`config.mk`:
```
export PLATFORM = sky130hd
export DESIGN_NAME = dma_fifo_glue
export DESIGN_NICKNAME = d
export VERILOG_FILES = /design/src/rtl/dma_glue_pkg.sv /design/src/rtl/dma_addr_build.sv /design/src/rtl/dma_req_ctl.sv /design/src/rtl/dma_eof_qual.sv /design/src/rtl/dma_fifo_glue.sv
export SDC_FILE = /design/constraint.sdc
export NUM_CORES = 1
export LEC_CHECK = 0
export BUFFER_PORTS_ARGS = -buffer_cell sky130_fd_sc_hd__buf_2
export CAP_MARGIN = 5
export CORE_ASPECT_RATIO = 1.5
export CORE_MARGIN = 1
export CORE_UTILIZATION = 40
export DETAILED_ROUTE_END_ITERATION = 12
export PLACE_DENSITY_LB_ADDON = 0.3
export SLEW_MARGIN = 20
export SYNTH_ARGS = -nofsm -noshare
export SYNTH_HDL_FRONTEND = slang
export SYNTH_HIERARCHICAL = 1
export SYNTH_SLANG_ARGS = --single-unit
```
`constraint.sdc`:
```
create_clock -name clk -period 1.3 [get_ports clk]
set_clock_uncertainty 0.15 [all_clocks]
set_input_delay 0.195 -clock clk [delete_from_list [all_inputs] [get_ports clk]]
set_output_delay 0.195 -clock clk [all_outputs]
set_load 0.02 [all_outputs]
```
`src/rtl/dma_glue_pkg.sv`:
```
package dma_glue_pkg;
    // Per-packet host flags, cleared together when end-of-frame is issued.
    typedef struct packed {
        logic last;
        logic odd;
    } pkt_flags_t;
endpackage

```
`src/rtl/dma_addr_build.sv`:
```
module dma_addr_build #(
    parameter int LO_W   = 8,
    parameter int MID_W  = 8,
    parameter int PAGE_W = 8
) (
    input  logic                         clk,
    input  logic                         rst,
    input  logic                         strobe,
    input  logic [MID_W-1:0]             bus_data,
    input  logic                         page_we,
    input  logic [PAGE_W-1:0]            page_data,
    input  logic [LO_W-1:0]              lo_byte,
    input  logic                         ack,
    output logic [LO_W+MID_W+PAGE_W-1:0] addr
);
    localparam int ADDR_W = LO_W + MID_W + PAGE_W;

    typedef struct packed {
        logic [MID_W-1:0]  mid;
        logic [PAGE_W-1:0] page;
    } addr_state_t;

    addr_state_t st_d, st_q;

    always_comb begin
        st_d = st_q;
        if (strobe)  st_d.mid  = bus_data;
        if (page_we) st_d.page = page_data;
    end

    always_ff @(posedge clk) begin
        if (rst) st_q <= '0;
        else     st_q <= st_d;
    end

    always_comb begin
        addr = '0;
        if (ack) addr = {st_q.page, st_q.mid, lo_byte};
    end

    AST_MID_HOLD: assert property (@(posedge clk) disable iff (rst)
        !strobe |=> $stable(st_q.mid));
    AST_PAGE_HOLD: assert property (@(posedge clk) disable iff (rst)
        !page_we |=> $stable(st_q.page));
    AST_ADDR_IDLE: assert property (@(posedge clk) disable iff (rst)
        !ack |-> (addr == {ADDR_W{1'b0}}));
endmodule

```
`src/rtl/dma_req_ctl.sv`:
```
module dma_req_ctl #(
    parameter int WAIT_CYCLES = 1
) (
    input  logic clk,
    input  logic rst,
    input  logic tx_space,
    input  logic rx_avail,
    input  logic ack,
    output logic dreq_tx,
    output logic dreq_rx,
    output logic fifo_rdy
);
    localparam int CNT_W = (WAIT_CYCLES < 1) ? 1 : $clog2(WAIT_CYCLES + 1);
    localparam logic [CNT_W-1:0] CNT_TOP = CNT_W'(WAIT_CYCLES);

    typedef struct packed {
        logic             dtx;
        logic             drx;
        logic [CNT_W-1:0] cnt;
    } req_state_t;

    req_state_t st_d, st_q;

    always_comb begin
        st_d     = st_q;
        st_d.dtx = tx_space;
        st_d.drx = rx_avail;
        if (!ack)                st_d.cnt = '0;
        else if (st_q.cnt != CNT_TOP) st_d.cnt = st_q.cnt + 1'b1;
    end

    always_ff @(posedge clk) begin
        if (rst) st_q <= '0;
        else     st_q <= st_d;
    end

    assign dreq_tx  = st_q.dtx;
    assign dreq_rx  = st_q.drx;
    assign fifo_rdy = ack && (st_q.cnt >= CNT_TOP);

    AST_DREQ_FOLLOW: assert property (@(posedge clk) disable iff (rst)
        tx_space |=> dreq_tx);
    AST_FIRST_WAIT: assert property (@(posedge clk) disable iff (rst)
        $rose(ack) |-> !fifo_rdy);
    AST_RDY_NEEDS_ACK: assert property (@(posedge clk) disable iff (rst)
        fifo_rdy |-> ack);
endmodule

```
`src/rtl/dma_eof_qual.sv`:
```
module dma_eof_qual
    import dma_glue_pkg::*;
(
    input  logic clk,
    input  logic rst,
    input  logic eop_n,
    input  logic ack,
    input  logic flag_we,
    input  logic wr_last,
    input  logic wr_odd,
    output logic mac_eof,
    output logic hi_byte_valid
);
    pkt_flags_t fl_d, fl_q;
    logic       eof_now;

    assign eof_now = ack && !eop_n && fl_q.last;

    always_comb begin
        fl_d = fl_q;
        if (flag_we) begin
            fl_d.last = wr_last;
            fl_d.odd  = wr_odd;
        end else if (eof_now) begin
            fl_d = '0;
        end
    end

    always_ff @(posedge clk) begin
        if (rst) fl_q <= '0;
        else     fl_q <= fl_d;
    end

    assign mac_eof       = eof_now;
    assign hi_byte_valid = !(eof_now && fl_q.odd);

    AST_EOF_ONCE: assert property (@(posedge clk) disable iff (rst)
        (mac_eof && !flag_we) |=> !mac_eof);
    AST_ODD_ONCE: assert property (@(posedge clk) disable iff (rst)
        (!hi_byte_valid && !flag_we) |=> hi_byte_valid);
    AST_EOF_NEEDS_EOP: assert property (@(posedge clk) disable iff (rst)
        mac_eof |-> (!eop_n && ack));
endmodule

```
`src/rtl/dma_fifo_glue.sv`:
```
module dma_fifo_glue #(
    parameter int LO_W        = 8,
    parameter int MID_W       = 8,
    parameter int PAGE_W      = 8,
    parameter int WAIT_CYCLES = 1
) (
    input  logic                         clk,
    input  logic                         rst,
    input  logic [LO_W-1:0]              ctl_lo_addr,
    input  logic [MID_W-1:0]             ctl_data,
    input  logic                         ctl_adstb,
    input  logic                         dack_tx_n,
    input  logic                         dack_rx_n,
    input  logic                         eop_n,
    input  logic                         host_page_we,
    input  logic [PAGE_W-1:0]            host_page_data,
    input  logic                         host_flag_we,
    input  logic                         host_flag_last,
    input  logic                         host_flag_odd,
    input  logic                         tx_space,
    input  logic                         rx_avail,
    output logic                         dreq_tx,
    output logic                         dreq_rx,
    output logic                         fifo_rdy,
    output logic [LO_W+MID_W+PAGE_W-1:0] mem_addr,
    output logic                         addr_valid,
    output logic                         mac_eof,
    output logic                         hi_byte_valid
);
    logic ack;

    assign ack        = !dack_tx_n || !dack_rx_n;
    assign addr_valid = ack;

    dma_addr_build #(
        .LO_W   (LO_W),
        .MID_W  (MID_W),
        .PAGE_W (PAGE_W)
    ) u_addr (
        .clk       (clk),
        .rst       (rst),
        .strobe    (ctl_adstb),
        .bus_data  (ctl_data),
        .page_we   (host_page_we),
        .page_data (host_page_data),
        .lo_byte   (ctl_lo_addr),
        .ack       (ack),
        .addr      (mem_addr)
    );

    dma_req_ctl #(
        .WAIT_CYCLES (WAIT_CYCLES)
    ) u_req (
        .clk      (clk),
        .rst      (rst),
        .tx_space (tx_space),
        .rx_avail (rx_avail),
        .ack      (ack),
        .dreq_tx  (dreq_tx),
        .dreq_rx  (dreq_rx),
        .fifo_rdy (fifo_rdy)
    );

    dma_eof_qual u_eof (
        .clk           (clk),
        .rst           (rst),
        .eop_n         (eop_n),
        .ack           (ack),
        .flag_we       (host_flag_we),
        .wr_last       (host_flag_last),
        .wr_odd        (host_flag_odd),
        .mac_eof       (mac_eof),
        .hi_byte_valid (hi_byte_valid)
    );
endmodule

```
==> flow_summary.ini, run 1 <==
[global_route]
grt_pass1_vias = 839
grt.total_usage_pct = 18.33
overflow = 0
grt_pass1_wl_mm = 3.560
grt_max_degree = 22
antenna_found_initial = 0

[run]
drv_cap = 0

[worst_setup_path]
crit_family = flip-flops
crit_start = u_eof/fl_q[1]$_SDFFE_PP0P_
cp_data_required_time_ps = 950
worstPathCellList = and3b_2 -> nand2_2 -> buf_6
cp.arrival_ps = 1020
worstPathBufferInverterCount = 1
max_stage_delay_ps = 340
start_kind = register
crit_type = register to output port
slowest_stage = dfxtp_2
path_max_fanout = 3
r2r_start = u_eof/fl_q[1]$_SDFFE_PP0P_
cp.depth = 3
cp-end-kind = output port
r2r_cells = 3

[timing]
rsz0062_at_grt = yes
worst_slew_pin_slew_ps = 393.3
finalHoldViolCount = 0
slew_violations = 0
period_share_pct = 104.6
setup_viol = 2
clock.fmax_mhz = 735.2
worst_slack_ps = -60.21
slew_headroom_pct = 73.78
fin_crit_ps = 1360

[synth]
yosys-top-cells-area = dfxtp_1, mux2i_1, and2_1, nor2_1, buf_6
syn-cell-area_um2 = 933.4
synthCells = 97
synth_area_per_cell_um2 = 9.623
ys_seq_area_share_pct = 45.04
yosysTopAreaCell = dfxtp_1
syn_nets = 133
yosysWarnings = 6
synthDistinctLibCells = 13
ys_seq_elements = 21
synth_top_area_share_pct = 45.04

[finish]
drive_gt1_share_pct = 44.81
nNetsFinal = 220
multi_input_area_um2 = 466.7
ff_latch_area_um2 = 429.2
fillerInstances = 200
syn_to_final_growth_pct = 62.47
diodes = 0
final_area_um2 = 1516

[place]
place_area_um2 = 1250
gp_congestion = 0.6832
dp_hpwl_mm = 1.538
numPortBuffers = 65

[floorplan]
rows = 21
dieArea_um2 = 2534
initial_core_util_pct = 42.29
ios = 66
die_w_um = 41.44
core_area_um2 = 2207
dieHeight_um = 61.16

[status]
outcome = finished with violations
violations = setup timing

[clocking]
clock-root-buffer = clkbuf_4
cts_sinks = 21
clk_pin_slew_ps = 120
worstSkewPairLatency_ps = 290
cts_tree = yes
cts_buffer_depth = 2
cts_max_level = 1
cts-buffers-inserted = 3

[detailed_routing]
drtIter0Drc = 6
vias = 961
viasPerCell = 4.665
dr.pass1.iters = 4
drc = 0
drt_wl_total_mm = 2.367
drtAntennaViolNets = 0
wl_per_cell_um = 11.49

[pwr]
vdd_drop_max_mv = 0.6982
power.total_mw = 1.353
leakagePower_nw = 0.8012
p_per_area_nw_per_um2 = 892.3

[worst_hold_path]
hold_path_depth = 3
hp-start = host_page_data[2]
hp-class = primary input to register
-- per-layer routing --
layer | share of wire, % | routed length (um) | GRT usage, % | vias to the layer above
li1 | - | - | - | 479
met3 | 6.2 | 147 | 2.346 | 2
met4 | 0.80 | 19 | 8.295 | 0
met5 | 0 | 0 | 0 | -
met2 | 56 | 1326 | 36.83 | 42
met1 | 37 | 873 | 18.81 | 438
-- registers in the layout (all words and copies together) (netlist names) --
| signal | cells |
|---|---|
| u_addr/st_q | 16 |
| u_req/st_q | 1 |
| u_req/dreq_rx | 1 |
| u_eof/fl_q | 2 |
| u_req/dreq_tx | 1 |
-- final timing paths --
path	to	slack, ps
max reg2reg	u_eof/fl_q[0]$_SDFFE_PP0P_	60
max	hi_byte_valid	-60
min reg2reg	u_addr/st_q[7]$_SDFFE_PP0P_	350
min	u_addr/st_q[2]$_SDFFE_PP0P_	10
-- cells by family after synthesis --
family / count (synthesis) / synth area share, %
flip-flops: 21 / 45.04
buffers and inverters: 6 / 6.567
AND/OR/NAND/NOR: 52 / 30.16
AO/OA/AOI/OAI: 2 / 1.072
multiplexers: 16 / 17.16
-- repair_timing --
item	in CTS	in global routing
setup endpoints to repair	3	11
hold buffers	20	0
hold endpoints to repair	19	0
pin swaps	2	2
resized for setup	5	10
buffers inserted	0	1
-- stage by stage --
stage          TNS (ps)  hold WS, ps  util, %  setup WS [ps]  cells
2_1_floorplan         0        114.1        -          43.35     97
3_3_place_gp          0        257.1    56.63          58.43    181
3_5_place_dp          0        260.2    56.63          31.40    181
4_1_cts          -127.1        4.905    67.46         -68.53    205
5_1_grt          -223.2        18.67    68.71         -104.1    206
6_report         -111.9        10.19    68.71         -60.21    206
-- synth_stat cells --
cell / count
and2_1: 25
buf_6: 5
nand2_1: 4
nor2_1: 16
nor2b_1: 3
nand3b_1: 1
and3b_1: 1
mux2i_1: 16
dfxtp_1: 21
a21oi_1: 2
clkbuf_2: 1
or3b_1: 1
nand2b_1: 1
-- layout make-up --
class                   count  share of cell area (%)
repair buffers             88                   37.29
clock buffers               4                   1.733
multi-input cells          70                   30.78
well taps                  23                   1.898
flip-flops and latches     21                   28.30
-- cell usage in the layout (no fill, tap or decap), types with 2 or more instances in the layout --
| cell type | synthesis | final |
|---|---|---|
| buf_6 | 5 | 2 |
| nor2b_1 | 3 | 3 |
| and2_1 | 25 | 25 |
| mux2i_1 | 16 | 16 |
| buf_2 | 0 | 61 |
| dfxtp_1 | 21 | 14 |
| clkbuf_4 | 0 | 3 |
| nor2_1 | 16 | 16 |
| buf_4 | 0 | 5 |
| dlygate4sd3_1 | 0 | 20 |
| dfxtp_2 | 0 | 7 |
| nand2_1 | 4 | 2 |
-- power by group --
group / total, mW / leakage [nW] / internal, mW / switching [mW]
Combinational: 0.344 / 0.610 / 0.177 / 0.167
Sequential: 0.700 / 0.176 / 0.684 / 0.0169
Clock: 0.309 / 0.0150 / 0.119 / 0.189
Total: 1.35 / 0.801 / 0.980 / 0.374
-- worst reg2reg max path, cell delays in order (launching register included) --
cell and delay [ps]:
dfxtp_2 340, and3b_2 210, or3b_1 370, a21oi_2 120
Note: power is estimated with default switching activity, not from simulation.
==> inputs of run 2 (changes only) <==
--- a/config.mk
+++ b/config.mk
@@ -7,9 +7,11 @@
 export LEC_CHECK = 0
 export BUFFER_PORTS_ARGS = -buffer_cell sky130_fd_sc_hd__buf_2
 export CAP_MARGIN = 5
+export CELL_PAD_IN_SITES_DETAIL_PLACEMENT = 1
+export CELL_PAD_IN_SITES_GLOBAL_PLACEMENT = 2
 export CORE_ASPECT_RATIO = 1.5
 export CORE_MARGIN = 1
-export CORE_UTILIZATION = 40
+export CORE_UTILIZATION = 21
 export DETAILED_ROUTE_END_ITERATION = 12
 export PLACE_DENSITY_LB_ADDON = 0.3
 export SLEW_MARGIN = 20
==> run 2 against run 1 <==
Net effect:
- the run still ends with setup timing left
- core utilization down 37 points
- sequential share of layout area up 2.8 points
- first-iteration DRC count up 83%
- combinational power down 14%
- non-clock buffer count down 19
- highest routed layer unchanged
==> flow_summary.ini, run 2 (synthesis results as in run 1) <==
[worst_setup_path]
max_stage_delay_ps = 330
worstPathCellList = and3b_2 -> nand2_2 -> buf_6
timing.rr.end = u_eof/fl_q[0]$_SDFFE_PP0P_
start_kind = register
cp-end-kind = output port
path_max_fanout = 3
slowest_stage = dfxtp_2
cp_data_required_time_ps = 950
r2r_start = u_eof/fl_q[1]$_SDFFE_PP0P_
cp.arrival_ps = 980
r2r_cells = 3
crit_type = register to output port
rrSetupSlack_ps = 60

[timing]
slew_headroom_pct = 73.94
clock.fmax_mhz = 757.0
slew_violations = 0
worst_slack_ps = -20.96
finalHoldViolCount = 0
period_share_pct = 101.6
fin_crit_ps = 1321
rsz0062_at_grt = yes
setup_viol = 2
worst_slew_pin_slew_ps = 390.9
setup_tns_ps = -33.21

[global_route]
antenna_found_initial = 0
grt_max_degree = 22
grt_pass1_wl_mm = 3.967
grt_pass1_vias = 927
grt.total_usage_pct = 10.47
overflow = 0

[floorplan]
die_w_um = 56.44
dieArea_um2 = 4721
rows = 29
initial_core_util_pct = 21.99
core_area_um2 = 4245
dieHeight_um = 83.65
ios = 66

[detailed_routing]
wl_per_cell_um = 11.75
dr.pass1.iters = 4
drtAntennaViolNets = 0
drtIter0Drc = 11
drc = 0
drt_wl_total_mm = 2.467
viasPerCell = 4.314
vias = 906

[finish]
syn_to_final_growth_pct = 45.44
nNetsFinal = 201
top_register = u_addr/st_q
final_cell_mix = buf_2, and2_1, dfxtp_1, mux2i_1, nor2_1
biggestRegsByFlops = u_addr/st_q: 16 flops, u_eof/fl_q: 2 flops
final_area_um2 = 1358
fin_cells = 210
drive_gt1_share_pct = 45.73
final_common_cell = buf_2
post-route-util_pct = 31.98
diodes = 0
largest_reg_flops = 16

[pwr]
vdd_drop_max_mv = 0.4987
switching_share_pct = 27.56
internal_power_mw = 1.031
p_per_area_nw_per_um2 = 1049
p_clk_share_pct = 30.3
pwr-share-comb_pct = 20.8
switchingPower_mw = 0.3923
leakagePower_nw = 0.7280
p_seq_share_pct = 48.9

[clocking]
clock-root-buffer = clkbuf_8
post_cts_buffers = 0
cts_tree = yes
cts_sinks = 21
worstSkewPairLatency_ps = 260
cts_max_level = 1
clk_pin_slew_ps = 80
cts-buffers-inserted = 3
cts_buffer_depth = 2

[status]
violations = setup timing
outcome = finished with violations

[place]
numPortBuffers = 65
dp_cells = 204
place_area_um2 = 1279
dpl_worst_slack_ps = -0.02143
gp_congestion = 0.6059
dp_hpwl_mm = 1.980

[worst_hold_path]
hp-class = primary input to register
hold_end = u_eof/fl_q[1]$_SDFFE_PP0P_
hp-start = host_flag_last
hold_path_depth = 3

[run]
drv_cap = 0
-- run 2: cell types whose count changed in the layout (fill, tap and decap cells not counted), sizes merged --
cell,change
dlygate4sd3,-18
buf,-1
clkinv,+1
clkbuf,-1
-- run 2: timing repair --
item / 4_1_cts / 5_1_grt
pin swaps: 2 / 1
hold buffers: 0 / 2
endpoints found under the hold margin: 0 / 2
setup endpoints to repair: 2 / 4
gates resized for setup: 4 / 1
-- run 2: cell type report --
class	instances	area [um^2]
Timing Repair Buffer	69	369.1
Multi-Input combinational cell	70	462.9
Tap cell	46	57.56
Sequential cell	21	421.7
Clock buffer	3	41.29
Fill cell	525	2888
Clock inverter	1	5.005
-- run 2: power by group through the flow --
stage / clock network (mW) / logic, mW / registers (mW)
after floorplan: 0 / 0.183 / 0.710
after global placement: 0 / 0.290 / 0.709
after detailed placement: 0 / 0.297 / 0.711
after CTS: 0.448 / 0.299 / 0.697
after global routing: 0.485 / 0.325 / 0.701
final: 0.431 / 0.297 / 0.696
-- run 2: critical path: cells and delay by family (launching register included) --
kind,cells,cell delay [ps]
and+or+nand+nor,2,260
buffers and inverters,1,120
DFF,1,330
-- run 2: per-stage QoR --
stage	hold slack, ps	power [mW]
CTS	1.180	1.444
finish	11.79	1.424
detailed placement	280.3	1.009
global route	16.09	1.511
global placement	261.5	0.9990
floorplan	114.1	0.8938
-- run 2: worst max-delay path by stage --
stage	slack (ps)	startpoint	endpoint
global route	-60	u_eof/fl_q[1]$_SDFFE_PP0P_	hi_byte_valid
floorplan	40	dack_tx_n	u_eof/fl_q[0]$_SDFFE_PP0P_
global placement	50	dack_tx_n	u_eof/fl_q[0]$_SDFFE_PP0P_
detailed placement	-0.02	dack_tx_n	u_eof/fl_q[0]$_SDFFE_PP0P_
CTS	-40	u_eof/fl_q[1]$_SDFFE_PP0P_	hi_byte_valid
finish	-20	u_eof/fl_q[1]$_SDFFE_PP0P_	hi_byte_valid
-- run 2: metal layers --
metal / up-vias / global-route usage [%] / share of wire (%)
li1: 442 / - / -
met1: 415 / 10.91 / 37
met2: 47 / 19.47 / 54
met3: 2 / 2.171 / 8.2
met4: 0 / 4.656 / 0.93
met5: - / 0 / 0
==> inputs of run 3 (changes only) <==
==> constraint.sdc (replaced) <==
create_clock -name clk -period 1.45 [get_ports clk]
set_clock_uncertainty 0.15 [all_clocks]
set_input_delay 0.2175 -clock clk [delete_from_list [all_inputs] [get_ports clk]]
set_output_delay 0.2175 -clock clk [all_outputs]
set_load 0.02 [all_outputs]
==> run 3 against run 2 <==
Net effect:
- the flow now finishes without violations
- largest power group unchanged
- first-iteration DRC count fell by 64%
- critical path depth is the same
- sequential share of layout area increased by 0.82 points
- critical endpoint unchanged
- largest cell class unchanged
==> flow_summary.ini, run 3 (synthesis results as in run 1) <==
[timing]
setup_viol = 0
clock.fmax_mhz = 735.5
finalHoldViolCount = 0
whs_ps = 31.74
slew_headroom_pct = 74.39
fin_crit_ps = 1360
period_share_pct = 93.76
slew_violations = 0
setup_tns_ps = 0
worst_slew_pin_slew_ps = 384.1
rsz0062_at_grt = no

[place]
dp_cells = 204
place_area_um2 = 1274
numPortBuffers = 65
dp_hpwl_mm = 1.952
gp_congestion = 0.6561

[run]
drv_cap = 0

[worst_setup_path]
cp_data_required_time_ps = 1080
start_kind = register
cp.arrival_ps = 990
cp-end-kind = output port
path_max_fanout = 3
crit_type = register to output port

[detailed_routing]
drt_wl_total_mm = 2.354
dr.pass1.iters = 3
drtIter0Drc = 4
drtAntennaViolNets = 0
vias = 897
viasPerCell = 4.313
wl_per_cell_um = 11.32
drc = 0

[status]
outcome = complete, no violations

[clocking]
cts_hold_buf = 0
cts_max_level = 1
cts-resized-gates = 0
clk_pin_slew_ps = 70
post_cts_buffers = 0
cts-buffers-inserted = 3
cts_tree = yes
cts_sinks = 21
cts_buffer_depth = 2
clock-root-buffer = clkbuf_8
worstSkewPairLatency_ps = 250

[finish]
fin_cells = 208
largest_reg_flops = 16
syn_to_final_growth_pct = 41.29
nNetsFinal = 199
drive_gt1_share_pct = 44.44
final_cell_mix = buf_2, and2_1, dfxtp_1, mux2i_1, nor2_1
final_common_cell = buf_2
post-route-util_pct = 31.06
top_register = u_addr/st_q
diodes = 0
biggestRegsByFlops = u_addr/st_q: 16 flops, u_eof/fl_q: 2 flops
final_area_um2 = 1319

[worst_hold_path]
hp-class = primary input to register

[global_route]
antenna_found_initial = 0
grt.total_usage_pct = 10.13
overflow = 0
grt_max_degree = 22
grt_pass1_wl_mm = 3.822
grt_pass1_vias = 929

[floorplan]
die_w_um = 56.44
dieHeight_um = 83.65
ios = 66
dieArea_um2 = 4721
core_area_um2 = 4245
initial_core_util_pct = 21.99
rows = 29

[pwr]
vdd_drop_max_mv = 0.5025
leakagePower_nw = 0.7072
p_per_area_nw_per_um2 = 945.7
run 3: changes by cell type in the layout (fill, tap and decap cells not counted):
cell,previous run,this run
dfxtp_1,20,21
buf_4,3,2
nand2_1,2,3
dfxtp_2,1,0
clkbuf_1,0,1
nand2_4,1,0
dlygate4sd3_1,2,0
buf_6,1,0
clkinv_2,1,0
buf_2,63,65
run 3: metal layers:
metal | global-route usage (%) | wire, um
met4 | 5.322 | 22
met1 | 9.396 | 876
met2 | 19.47 | 1255
met5 | 0 | 0
met3 | 2.481 | 199
run 3: power breakdown:
group	switching, mW	internal, mW	total (mW)	leakage, nW
Combinational	0.141	0.117	0.259	0.511
Clock	0.169	0.195	0.364	0.0228
Sequential	0.0137	0.611	0.624	0.174
Total	0.324	0.923	1.25	0.707
run 3: critical path: stages, from the launching register on:
cell and delay (ps):
dfxtp_1 310, and3b_2 210, nand2_1 60, buf_2 160
run 3: cell type report:
cell class              instances  area, um^2
clock buffers                   4       45.04
well taps                      46       57.56
flip-flops and latches         21       420.4
multi-input cells              70       455.4
fillers                       548        2927
repair buffers                 67       340.3
run 3: per-stage QoR:
stage / setup slack [ps] / total power, mW
2_1_floorplan: 84.18 / 0.8007
3_3_place_gp: 174.0 / 0.8951
3_5_place_dp: 92.48 / 0.9023
4_1_cts: 74.27 / 1.281
5_1_grt: 5.892 / 1.328
6_report: 90.44 / 1.247
run 3: worst paths after layout:
| path | start | to | slack, ps | cells past startpoint |
|---|---|---|---|---|
| worst max-delay path | u_eof/fl_q[1]$_SDFFE_PP0P_ | hi_byte_valid | 90 | 3 |
| worst min-delay path | rx_avail | u_req/dreq_rx$_SDFF_PP0_ | 30 | 2 |
| worst max register to register | u_eof/fl_q[1]$_SDFFE_PP0P_ | u_eof/fl_q[0]$_SDFFE_PP0P_ | 200 | 3 |
| worst min register to register | u_addr/st_q[9]$_SDFFE_PP0P_ | u_addr/st_q[9]$_SDFFE_PP0P_ | 340 | 2 |
